### src/rtl/osc_temp_pkg.sv
package osc_temp_pkg;
  localparam int TEMP_W = 16;
  localparam logic [TEMP_W-1:0] TEMP_FLOOR = 16'hFF92; // -55 C in half-degrees
  localparam logic [TEMP_W-1:0] TEMP_CEIL  = 16'h00FA; // +125 C in half-degrees

  // one saturating step of the accumulator
  function automatic logic [TEMP_W-1:0] temp_step(input logic [TEMP_W-1:0] acc);
    if ($signed(acc) >= $signed(TEMP_CEIL)) return TEMP_CEIL;
    return acc + TEMP_W'(1);
  endfunction

  // true when a counted pulse ends the current count
  function automatic logic is_last(input logic [31:0] cnt);
    return cnt <= 32'd1;
  endfunction
endpackage

### src/rtl/osc_temp_ctrl.sv
module osc_temp_ctrl (
  input  logic clk,
  input  logic rst_n,
  input  logic start_i,
  input  logic gate_i,
  output logic busy_o,
  output logic load_o,
  output logic finish_o
);
  logic busy_q, gate_q;

  assign load_o   = start_i && !busy_q;
  assign finish_o = busy_q && gate_q && !gate_i;
  assign busy_o   = busy_q;

  always_ff @(posedge clk or negedge rst_n) begin
    if (!rst_n) begin
      busy_q <= 1'b0;
      gate_q <= 1'b0;
    end else begin
      gate_q <= gate_i;
      if (load_o)        busy_q <= 1'b1;
      else if (finish_o) busy_q <= 1'b0;
    end
  end
endmodule

### src/rtl/osc_temp_divider.sv
module osc_temp_divider #(
  parameter int CNT_W = 12
) (
  input  logic             clk,
  input  logic             rst_n,
  input  logic             load_i,
  input  logic             count_i,
  input  logic [CNT_W-1:0] reload_i,
  output logic             wrap_o
);
  import osc_temp_pkg::*;
  logic [CNT_W-1:0] cnt_q;

  assign wrap_o = count_i && is_last(32'(cnt_q));

  always_ff @(posedge clk or negedge rst_n) begin
    if (!rst_n)       cnt_q <= '0;
    else if (load_i)  cnt_q <= reload_i;
    else if (wrap_o)  cnt_q <= reload_i;
    else if (count_i) cnt_q <= cnt_q - CNT_W'(1);
  end
endmodule

### src/rtl/osc_temp_accum.sv
module osc_temp_accum (
  input  logic                          clk,
  input  logic                          rst_n,
  input  logic                          load_i,
  input  logic                          step_i,
  output logic [osc_temp_pkg::TEMP_W-1:0] acc_o
);
  import osc_temp_pkg::*;
  always_ff @(posedge clk or negedge rst_n) begin
    if (!rst_n)      acc_o <= TEMP_FLOOR;
    else if (load_i) acc_o <= TEMP_FLOOR;
    else if (step_i) acc_o <= temp_step(acc_o);
  end
endmodule

### src/rtl/osc_temp_core.sv
module osc_temp_core #(
  parameter int CNT_W = 12
) (
  input  logic             clk,
  input  logic             rst_n,
  input  logic             start_i,
  input  logic             gate_i,
  input  logic             osc_tick_i,
  input  logic [CNT_W-1:0] reload_i,
  output logic [15:0]      temp_o,
  output logic             done_o
);
  import osc_temp_pkg::*;

  logic busy, load, finish, count_en, wrap;
  logic [TEMP_W-1:0] acc;

  assign count_en = busy && gate_i && osc_tick_i;

  osc_temp_ctrl u_ctrl (
    .clk(clk), .rst_n(rst_n), .start_i(start_i), .gate_i(gate_i),
    .busy_o(busy), .load_o(load), .finish_o(finish)
  );

  osc_temp_divider #(.CNT_W(CNT_W)) u_div (
    .clk(clk), .rst_n(rst_n), .load_i(load), .count_i(count_en),
    .reload_i(reload_i), .wrap_o(wrap)
  );

  osc_temp_accum u_acc (
    .clk(clk), .rst_n(rst_n), .load_i(load), .step_i(wrap), .acc_o(acc)
  );

  always_ff @(posedge clk or negedge rst_n) begin
    if (!rst_n) begin
      temp_o <= TEMP_FLOOR;
      done_o <= 1'b0;
    end else begin
      done_o <= finish;
      if (finish) temp_o <= acc;
    end
  end
endmodule

### config.mk
export PLATFORM = sky130hd
export DESIGN_NAME = osc_temp_core
export DESIGN_NICKNAME = d
export VERILOG_FILES = /design/src/rtl/osc_temp_pkg.sv /design/src/rtl/osc_temp_ctrl.sv /design/src/rtl/osc_temp_divider.sv /design/src/rtl/osc_temp_accum.sv /design/src/rtl/osc_temp_core.sv
export SDC_FILE = /design/constraint.sdc
export NUM_CORES = 1
export LEC_CHECK = 0
export ABC_CLOCK_PERIOD_IN_PS = 1900
export BUFFER_PORTS_ARGS = -buffer_cell sky130_fd_sc_hd__clkbuf_2
export CELL_PAD_IN_SITES_DETAIL_PLACEMENT = 0
export CELL_PAD_IN_SITES_GLOBAL_PLACEMENT = 2
export CORE_ASPECT_RATIO = 1.75
export CORE_MARGIN = 4
export CORE_UTILIZATION = 32
export CTS_CLUSTER_DIAMETER = 80
export DETAILED_ROUTE_END_ITERATION = 6
export PLACE_DENSITY = 0.83
export SLEW_MARGIN = 20
export SYNTH_ARGS = -nofsm -noshare
export SYNTH_HDL_FRONTEND = slang
export SYNTH_SLANG_ARGS = --single-unit
### constraint.sdc
create_clock -name clk -period 1.9 [get_ports clk]
set_input_delay 0 -clock clk [delete_from_list [all_inputs] [get_ports clk]]
set_output_delay 0 -clock clk [all_outputs]
set_load 0.02 [all_outputs]
==> results.md, run 1 <==
| Result | Value | Unit |
|:---|:---|:---|
| Gate count of the mapped netlist | 279 | - |
| I/O pin count | 34 | - |
| Met2 layer usage reported by global route | 0.314 | - |
| P_leak | 0.00169 | uW |
| Peak supply drop | 0.000715 | V |
| ANT nets after route | 0 | - |
| Final count of pins violating max slew | 0 | - |
| Met3 Use GR | 0.0249 | - |
| Number of global-route vias before repair | 2545 | - |
| Clk slew on worst S/H paths | 60 | ps |
| Initial antenna violation count | 0 | - |
| Cell Pwr Density | 792 | nW/um^2 |
| Required arrival time at the worst endpoint | 2130 | ps |
| Commonest cells after routing, fill and taps aside | 63 x sky130_fd_sc_hd__buf_4, 59 x sky130_fd_sc_hd__nand2_1, 33 x sky130_fd_sc_hd__clkbuf_2, 25 x sky130_fd_sc_hd__dfrtp_1, 22 x sky130_fd_sc_hd__dfstp_2 | - |
| Overflow left after global routing | 0 | - |
| Worst path setup slack after routing | -18.0 | ps |
| Max-slew headroom | 0.592 | - |
| Ratio of cells with drive above 1 in the final layout | 0.441 | - |
| Number of detailed-route iterations in the first pass | 4 | - |
| Result of the run | finished with violations | - |
| Measured slew at the worst slew-check pin | 612 | ps |
| Most congested layer reported by global routing | met2 | - |
| Clock skew | 3.71 | ps |
| Crit Path Class | register to register | - |
| Critical Path Start Type | register | - |
| First-pass GRT wire length | 12200 | um |
| Clock network latency to the later pin of the worst-skew pair | 290 | ps |
| Utilization of the core after routing | 0.491 | - |
| Total global routing track utilization | 0.166 | - |
| Violations in the final reports | setup timing | - |
| Diodes inserted | 0 | - |
| Peak Freq | 521 | MHz |
| Highest fanout seen on the critical path | 4 | - |
| Per-cell routed wire length | 15.6 | um |
| Summed instance area of the synthesized netlist | 2520 | sq um |
| Number of sinks handled by clock tree synthesis | 47 | - |
| Path category of the worst min-delay check | input port to register | - |
| Maximum clock path buffer count | 2 | - |
| Chip width | 75.0 | um |
| Post-synthesis register bit count | 47 | - |
| Placement Rows | 42 | - |
| Weighted congestion at the end of routability-driven global placement | 0.862 | - |
| Maximum Capacitance Violations | 0 | - |
| Average cell area after synthesis | 9.02 | sq um |
| Worst EP arrival | 2150 | ps |
| Main synth FF type | sky130_fd_sc_hd__dfrtp_1 | - |
| Area of the die | 9400 | sq um |
| DP Wirelength | 5510 | um |
| Iter 0 DRT Violations | 100 | - |
| Synth-to-Final Area Change | 48.6 | % |
| Number of buffers added on ports | 33 | - |
| Clock tree from TritonCTS | built | - |
| Met1 demand-to-capacity share in global routing | 0.174 | - |
| Final cycle utilization of the critical path | 1.01 | - |
| Number of buffers created by CTS | 5 | - |
| Leading cell type in the layout, fill and taps excluded | sky130_fd_sc_hd__buf_4 | - |
| EDFF count, synth | 0 | - |
| Register area share after synthesis | 0.478 | - |
| Overall Power | 2960 | uW |
| Total length of routed wires | 7490 | um |
| Via-to-Cell Ratio | 5.18 | - |
| Number of warnings printed during yosys synthesis | 0 | - |
| Cell at the root of the clock tree | sky130_fd_sc_hd__clkbuf_16 | - |
| Kind of capture point of the worst setup path | register | - |
| Setup repair after global routing missed its margin | yes | - |
| Final Setup Violations | 5 | - |
| Final critical-path required period | 1920 | ps |
| Share of async-settable or async-resettable flops after synthesis | 1.00 | - |
| Initial Util | 0.330 | - |
| NumNets Final | 412 | - |
| Floorplan core area | 7620 | sq um |
| H-Tree Level Count | 2 | - |
| Number of distinct library cells after synthesis | 54 | - |
| Final number of hold-violating endpoints | 0 | - |
| Die height | 125 | um |
| Remaining design rule violation count | 0 | - |
| Synthesized Nets | 300 | - |
| Maximum number of pins on one net before global-route repair | 48 | - |
| Total via count after detailed routing | 2487 | - |
## worst paths after layout
check | start | endpoint | slack, ps | cells after the start
worst max-delay path | u_acc.acc_o[4] | u_acc.acc_o[12] | -20 | 5
worst min-delay path | reload_i[2] | u_div.cnt_q[2] | 50 | 3
worst max register to register | u_acc.acc_o[4] | u_acc.acc_o[12] | -20 | 5
worst min register to register | temp_o[13] | temp_o[13] | 460 | 2
max in group asynchronous | rst_n | u_div.cnt_q[2] | 1130 | 3
min in group asynchronous | rst_n | temp_o[3] | 350 | 3
## state kept, by name, indices dropped and copies added, names as in the netlist
signal         flops
u_ctrl.busy_o      1
u_ctrl.gate_q      1
u_div.cnt_q       12
done_o             1
temp_o            16
u_acc.acc_o       16
## critical path, stage by stage, from the launching register on
cell	delay, ps
sky130_fd_sc_hd__dfstp_2	560
sky130_fd_sc_hd__nand4_4	160
sky130_fd_sc_hd__buf_6	160
sky130_fd_sc_hd__or4_4	510
sky130_fd_sc_hd__or4_1	400
sky130_fd_sc_hd__nand3_1	80
## logic make-up after synthesis
| family | count (synthesis) | synth area share |
|---|---|---|
| AND/OR/NAND/NOR | 145 | 0.287 |
| AO/OA/AOI/OAI | 55 | 0.149 |
| flip-flops | 47 | 0.478 |
| buffers and inverters | 22 | 0.0408 |
| multiplexers | 5 | 0.0214 |
| adder cells (fa/ha/maj) | 4 | 0.0199 |
| XOR/XNOR | 1 | 0.00348 |
## metrics by stage
step                setup WS (ps)  setup TNS [ps]  area [sq um]  instances  hold slack [ps]
detailed placement          -76.6            -295          3190        449              140
global route                 -113           -1060          3740        480             73.6
finish                      -18.0           -63.0          3740        480             46.6
floorplan                    1.63               0          2520        279             -296
global placement            -45.7            -163          3190        449              141
CTS                         -4.94           -5.76          3540        471             49.4
## cells in the mapped netlist, drive strengths merged, types with 2 or more instances
cell / instances / area (sq um)
dfstp: 22 / 578
a21oi: 12 / 60.1
nor3: 12 / 60.1
ha: 4 / 50.1
and2: 2 / 12.5
nor4: 5 / 37.5
or4: 6 / 48.8
and3: 3 / 18.8
o21ai: 13 / 65.1
buf: 8 / 50.0
mux2i: 2 / 20.0
nand4: 4 / 40.0
nor2: 20 / 82.6
o22a: 2 / 17.5
nor4b: 2 / 23.8
inv: 10 / 37.5
a31oi: 2 / 12.5
or2: 2 / 12.5
a22oi: 2 / 15.0
dfrtp: 25 / 626
o31ai: 2 / 15.0
clkbuf: 4 / 15.0
nand2b: 2 / 12.5
a21o: 3 / 22.5
nand2: 61 / 231
nand3: 18 / 90.1
mux2: 3 / 33.8
nor2b: 2 / 12.5
a221o: 4 / 40.0
o211ai: 3 / 22.5
o311ai: 4 / 35.0
or3: 4 / 25.0
## metal layers
layer	up-vias	wire, um
met5	-	0
met4	0	137
met3	9	223
met2	42	4400
met1	1210	2730
li1	1226	-
## cell type report
cell class | count | area, sq um
sequential | 47 | 1200
clock inverter | 1 | 5.00
timing repair buffer | 117 | 861
inverter | 10 | 37.5
multi-input combinational | 210 | 1380
clock buffer | 7 | 143
fill | 734 | 3880
tap | 88 | 110
## what timing repair did
| action | 4_1_cts | 5_1_grt |
|---|---|---|
| endpoints found under the hold margin | 35 | 0 |
| buffers inserted | 3 | 10 |
| endpoints found under the setup margin | 17 | 23 |
| resized for setup | 16 | 33 |
| hold buffers | 11 | 0 |
| pin swaps | 5 | 15 |
## report_power, final
part           switching, uW  internal [uW]  leakage [uW]  total (uW)
Sequential              91.6           1170      0.000541        1260
Combinational            423            388       0.00107         811
Clock                    366            522     0.0000739         889
Total                    881           2080       0.00169        2960
No activity file was read; power rests on OpenSTA's default activity.
==> run 2, diff against run 1 <==
--- a/config.mk
+++ b/config.mk
@@ -7,10 +7,10 @@
 export LEC_CHECK = 0
 export ABC_CLOCK_PERIOD_IN_PS = 1900
 export BUFFER_PORTS_ARGS = -buffer_cell sky130_fd_sc_hd__clkbuf_2
+export CAP_MARGIN = 10
 export CELL_PAD_IN_SITES_DETAIL_PLACEMENT = 0
 export CELL_PAD_IN_SITES_GLOBAL_PLACEMENT = 2
 export CORE_ASPECT_RATIO = 1.75
-export CORE_MARGIN = 4
 export CORE_UTILIZATION = 32
 export CTS_CLUSTER_DIAMETER = 80
 export DETAILED_ROUTE_END_ITERATION = 6
==> run 2 against run 1 <==
  * The flow still finishes with violations (setup timing)
  * Clock power is 5.2% higher
  * Count of clock-buffer cells in the layout is 1 higher
  * Worst hold slack worse by 12 ps
  * Largest cell class unchanged
==> results.md, run 2 (synthesis results as in run 1) <==
| Result | Value | Unit |
|:---|:---|:---|
| Clock network latency to the later pin of the worst-skew pair | 290 | ps |
| Required arrival time at the worst endpoint | 2120 | ps |
| Final count of pins violating max slew | 0 | - |
| Number of buffers created by CTS | 5 | - |
| Peak Freq | 513 | MHz |
| Highest fanout seen on the critical path | 7 | - |
| Crit Path Class | register to register | - |
| Per-cell routed wire length | 15.7 | um |
| Number of global-route vias before repair | 2527 | - |
| Path category of the worst min-delay check | input port to register | - |
| Final number of hold-violating endpoints | 0 | - |
| Diodes inserted | 0 | - |
| Utilization of the core after routing | 0.469 | - |
| Post-route insts no fill | 462 | - |
| Worst EP arrival | 2170 | ps |
| Total via count after detailed routing | 2415 | - |
| Overflow left after global routing | 0 | - |
| Placement Rows | 42 | - |
| I/O pin count | 34 | - |
| Result of the run | finished with violations | - |
| Min Hold Slack | 34.6 | ps |
| Clk slew on worst S/H paths | 60 | ps |
| Floorplan core area | 7570 | sq um |
| Clock skew | 5.73 | ps |
| Weighted congestion at the end of routability-driven global placement | 0.838 | - |
| Violations in the final reports | setup timing | - |
| Worst path setup slack after routing | -48.4 | ps |
| First-pass GRT wire length | 11900 | um |
| Setup repair after global routing missed its margin | yes | - |
| Kind of capture point of the worst setup path | register | - |
| DP Wirelength | 5370 | um |
| Largest registers ranked by flip-flop count | temp_o (16), u_acc.acc_o (16), u_div.cnt_q (12) | - |
| Total length of routed wires | 7250 | um |
| H-Tree Level Count | 2 | - |
| Commonest cells after routing, fill and taps aside | 60 x sky130_fd_sc_hd__nand2_1, 52 x sky130_fd_sc_hd__buf_4, 33 x sky130_fd_sc_hd__clkbuf_2, 25 x sky130_fd_sc_hd__dfrtp_1, 22 x sky130_fd_sc_hd__dfstp_2 | - |
| Iter 0 DRT Violations | 116 | - |
| Register area | 1200 | sq um |
| Chip width | 69.0 | um |
| Max-slew headroom | 0.650 | - |
| Combined area of the multi-input logic cells | 1340 | sq um |
| Maximum clock path buffer count | 2 | - |
| Leading cell type in the layout, fill and taps excluded | sky130_fd_sc_hd__nand2_1 | - |
| Final Setup Violations | 8 | - |
| Count of placed standard cells including taps | 434 | - |
| Maximum Capacitance Violations | 0 | - |
| Cell Pwr Density | 817 | nW/um^2 |
| Final critical-path required period | 1950 | ps |
| Filler Cell Count | 783 | - |
| Setup TNS | -243 | ps |
| ANT nets after route | 0 | - |
| Final cycle utilization of the critical path | 1.03 | - |
| Maximum number of pins on one net before global-route repair | 21 | - |
| Slack of the worst reg-to-reg path | -50 | ps |
| P_leak | 0.00158 | uW |
| Ratio of cells with drive above 1 in the final layout | 0.393 | - |
| Via-to-Cell Ratio | 5.23 | - |
| Measured slew at the worst slew-check pin | 525 | ps |
| Clock tree from TritonCTS | built | - |
| NumNets Final | 394 | - |
| Cell at the root of the clock tree | sky130_fd_sc_hd__clkbuf_16 | - |
| Remaining design rule violation count | 0 | - |
| Number of detailed-route iterations in the first pass | 4 | - |
| Total global routing track utilization | 0.185 | - |
| Die height | 119 | um |
| Peak supply drop | 0.000391 | V |
| Number of buffers added on ports | 33 | - |
| Initial antenna violation count | 0 | - |
| Initial Util | 0.333 | - |
| Area of the die | 8240 | sq um |
| Critical Path Start Type | register | - |
| Number of sinks handled by clock tree synthesis | 47 | - |
| Synth-to-Final Area Change | 41.1 | % |
## run 2: cell count changes in the layout (fill, tap and decap cells not counted), sizes merged
| cell | previous run | this run |
|---|---|---|
| clkbuf | 40 | 41 |
| buf | 73 | 55 |
| clkinv | 1 | 0 |
## run 2: critical path, stage by stage, from the launching register on
cell and delay [ps]:
sky130_fd_sc_hd__dfrtp_1 430, sky130_fd_sc_hd__nor4_2 290, sky130_fd_sc_hd__buf_4 160, sky130_fd_sc_hd__o2111a_2 290, sky130_fd_sc_hd__nand2_4 110, sky130_fd_sc_hd__buf_6 150
sky130_fd_sc_hd__a21o_1 160, sky130_fd_sc_hd__a221o_1 280
## run 2: cell type report
cell class,count,area share
multi-input combinational,210,0.378
sequential,47,0.339
timing repair buffer,99,0.197
clock buffer,8,0.0441
tap,88,0.0310
inverter,10,0.0106
## run 2: through the flow
step | total power [uW] | setup slack, ps | instance area [sq um]
after detailed placement | 1950 | -61.8 | 3080
after global routing | 3060 | -143 | 3550
after CTS | 2940 | -24.6 | 3400
final | 2900 | -48.4 | 3550
after global placement | 1940 | -60.4 | 3080
after floorplan | 1640 | 1.63 | 2520
## run 2: what timing repair did
item / CTS / global route
resized for setup: 9 / 27
hold buffers: 11 / 0
endpoints found under the hold margin: 16 / 0
setup endpoints to repair: 19 / 27
setup buffers: 2 / 8
pin swaps: 4 / 11
## run 2: per-layer routing
metal | share of wire | track usage | vias up
li1 | - | - | 1182
met1 | 0.37 | 0.192 | 1169
met2 | 0.57 | 0.343 | 49
met3 | 0.025 | 0.0321 | 15
met4 | 0.028 | 0.102 | 0
met5 | 0 | 0 | -
## run 2: final timing paths
check / startpoint / cells past startpoint / end
min in group asynchronous: rst_n / 2 / u_div.cnt_q[5]
worst max register to register: u_div.cnt_q[8] / 7 / u_acc.acc_o[14]
worst max-delay path: u_div.cnt_q[8] / 7 / u_acc.acc_o[14]
max in group asynchronous: rst_n / 3 / temp_o[1]
worst min-delay path: reload_i[2] / 3 / u_div.cnt_q[2]
worst min register to register: temp_o[12] / 2 / temp_o[12]
## run 2: report_power, final
group / internal [uW] / switching [uW]
registers: 1170 / 90.1
clock network: 561 / 375
logic: 314 / 391
total: 2050 / 856
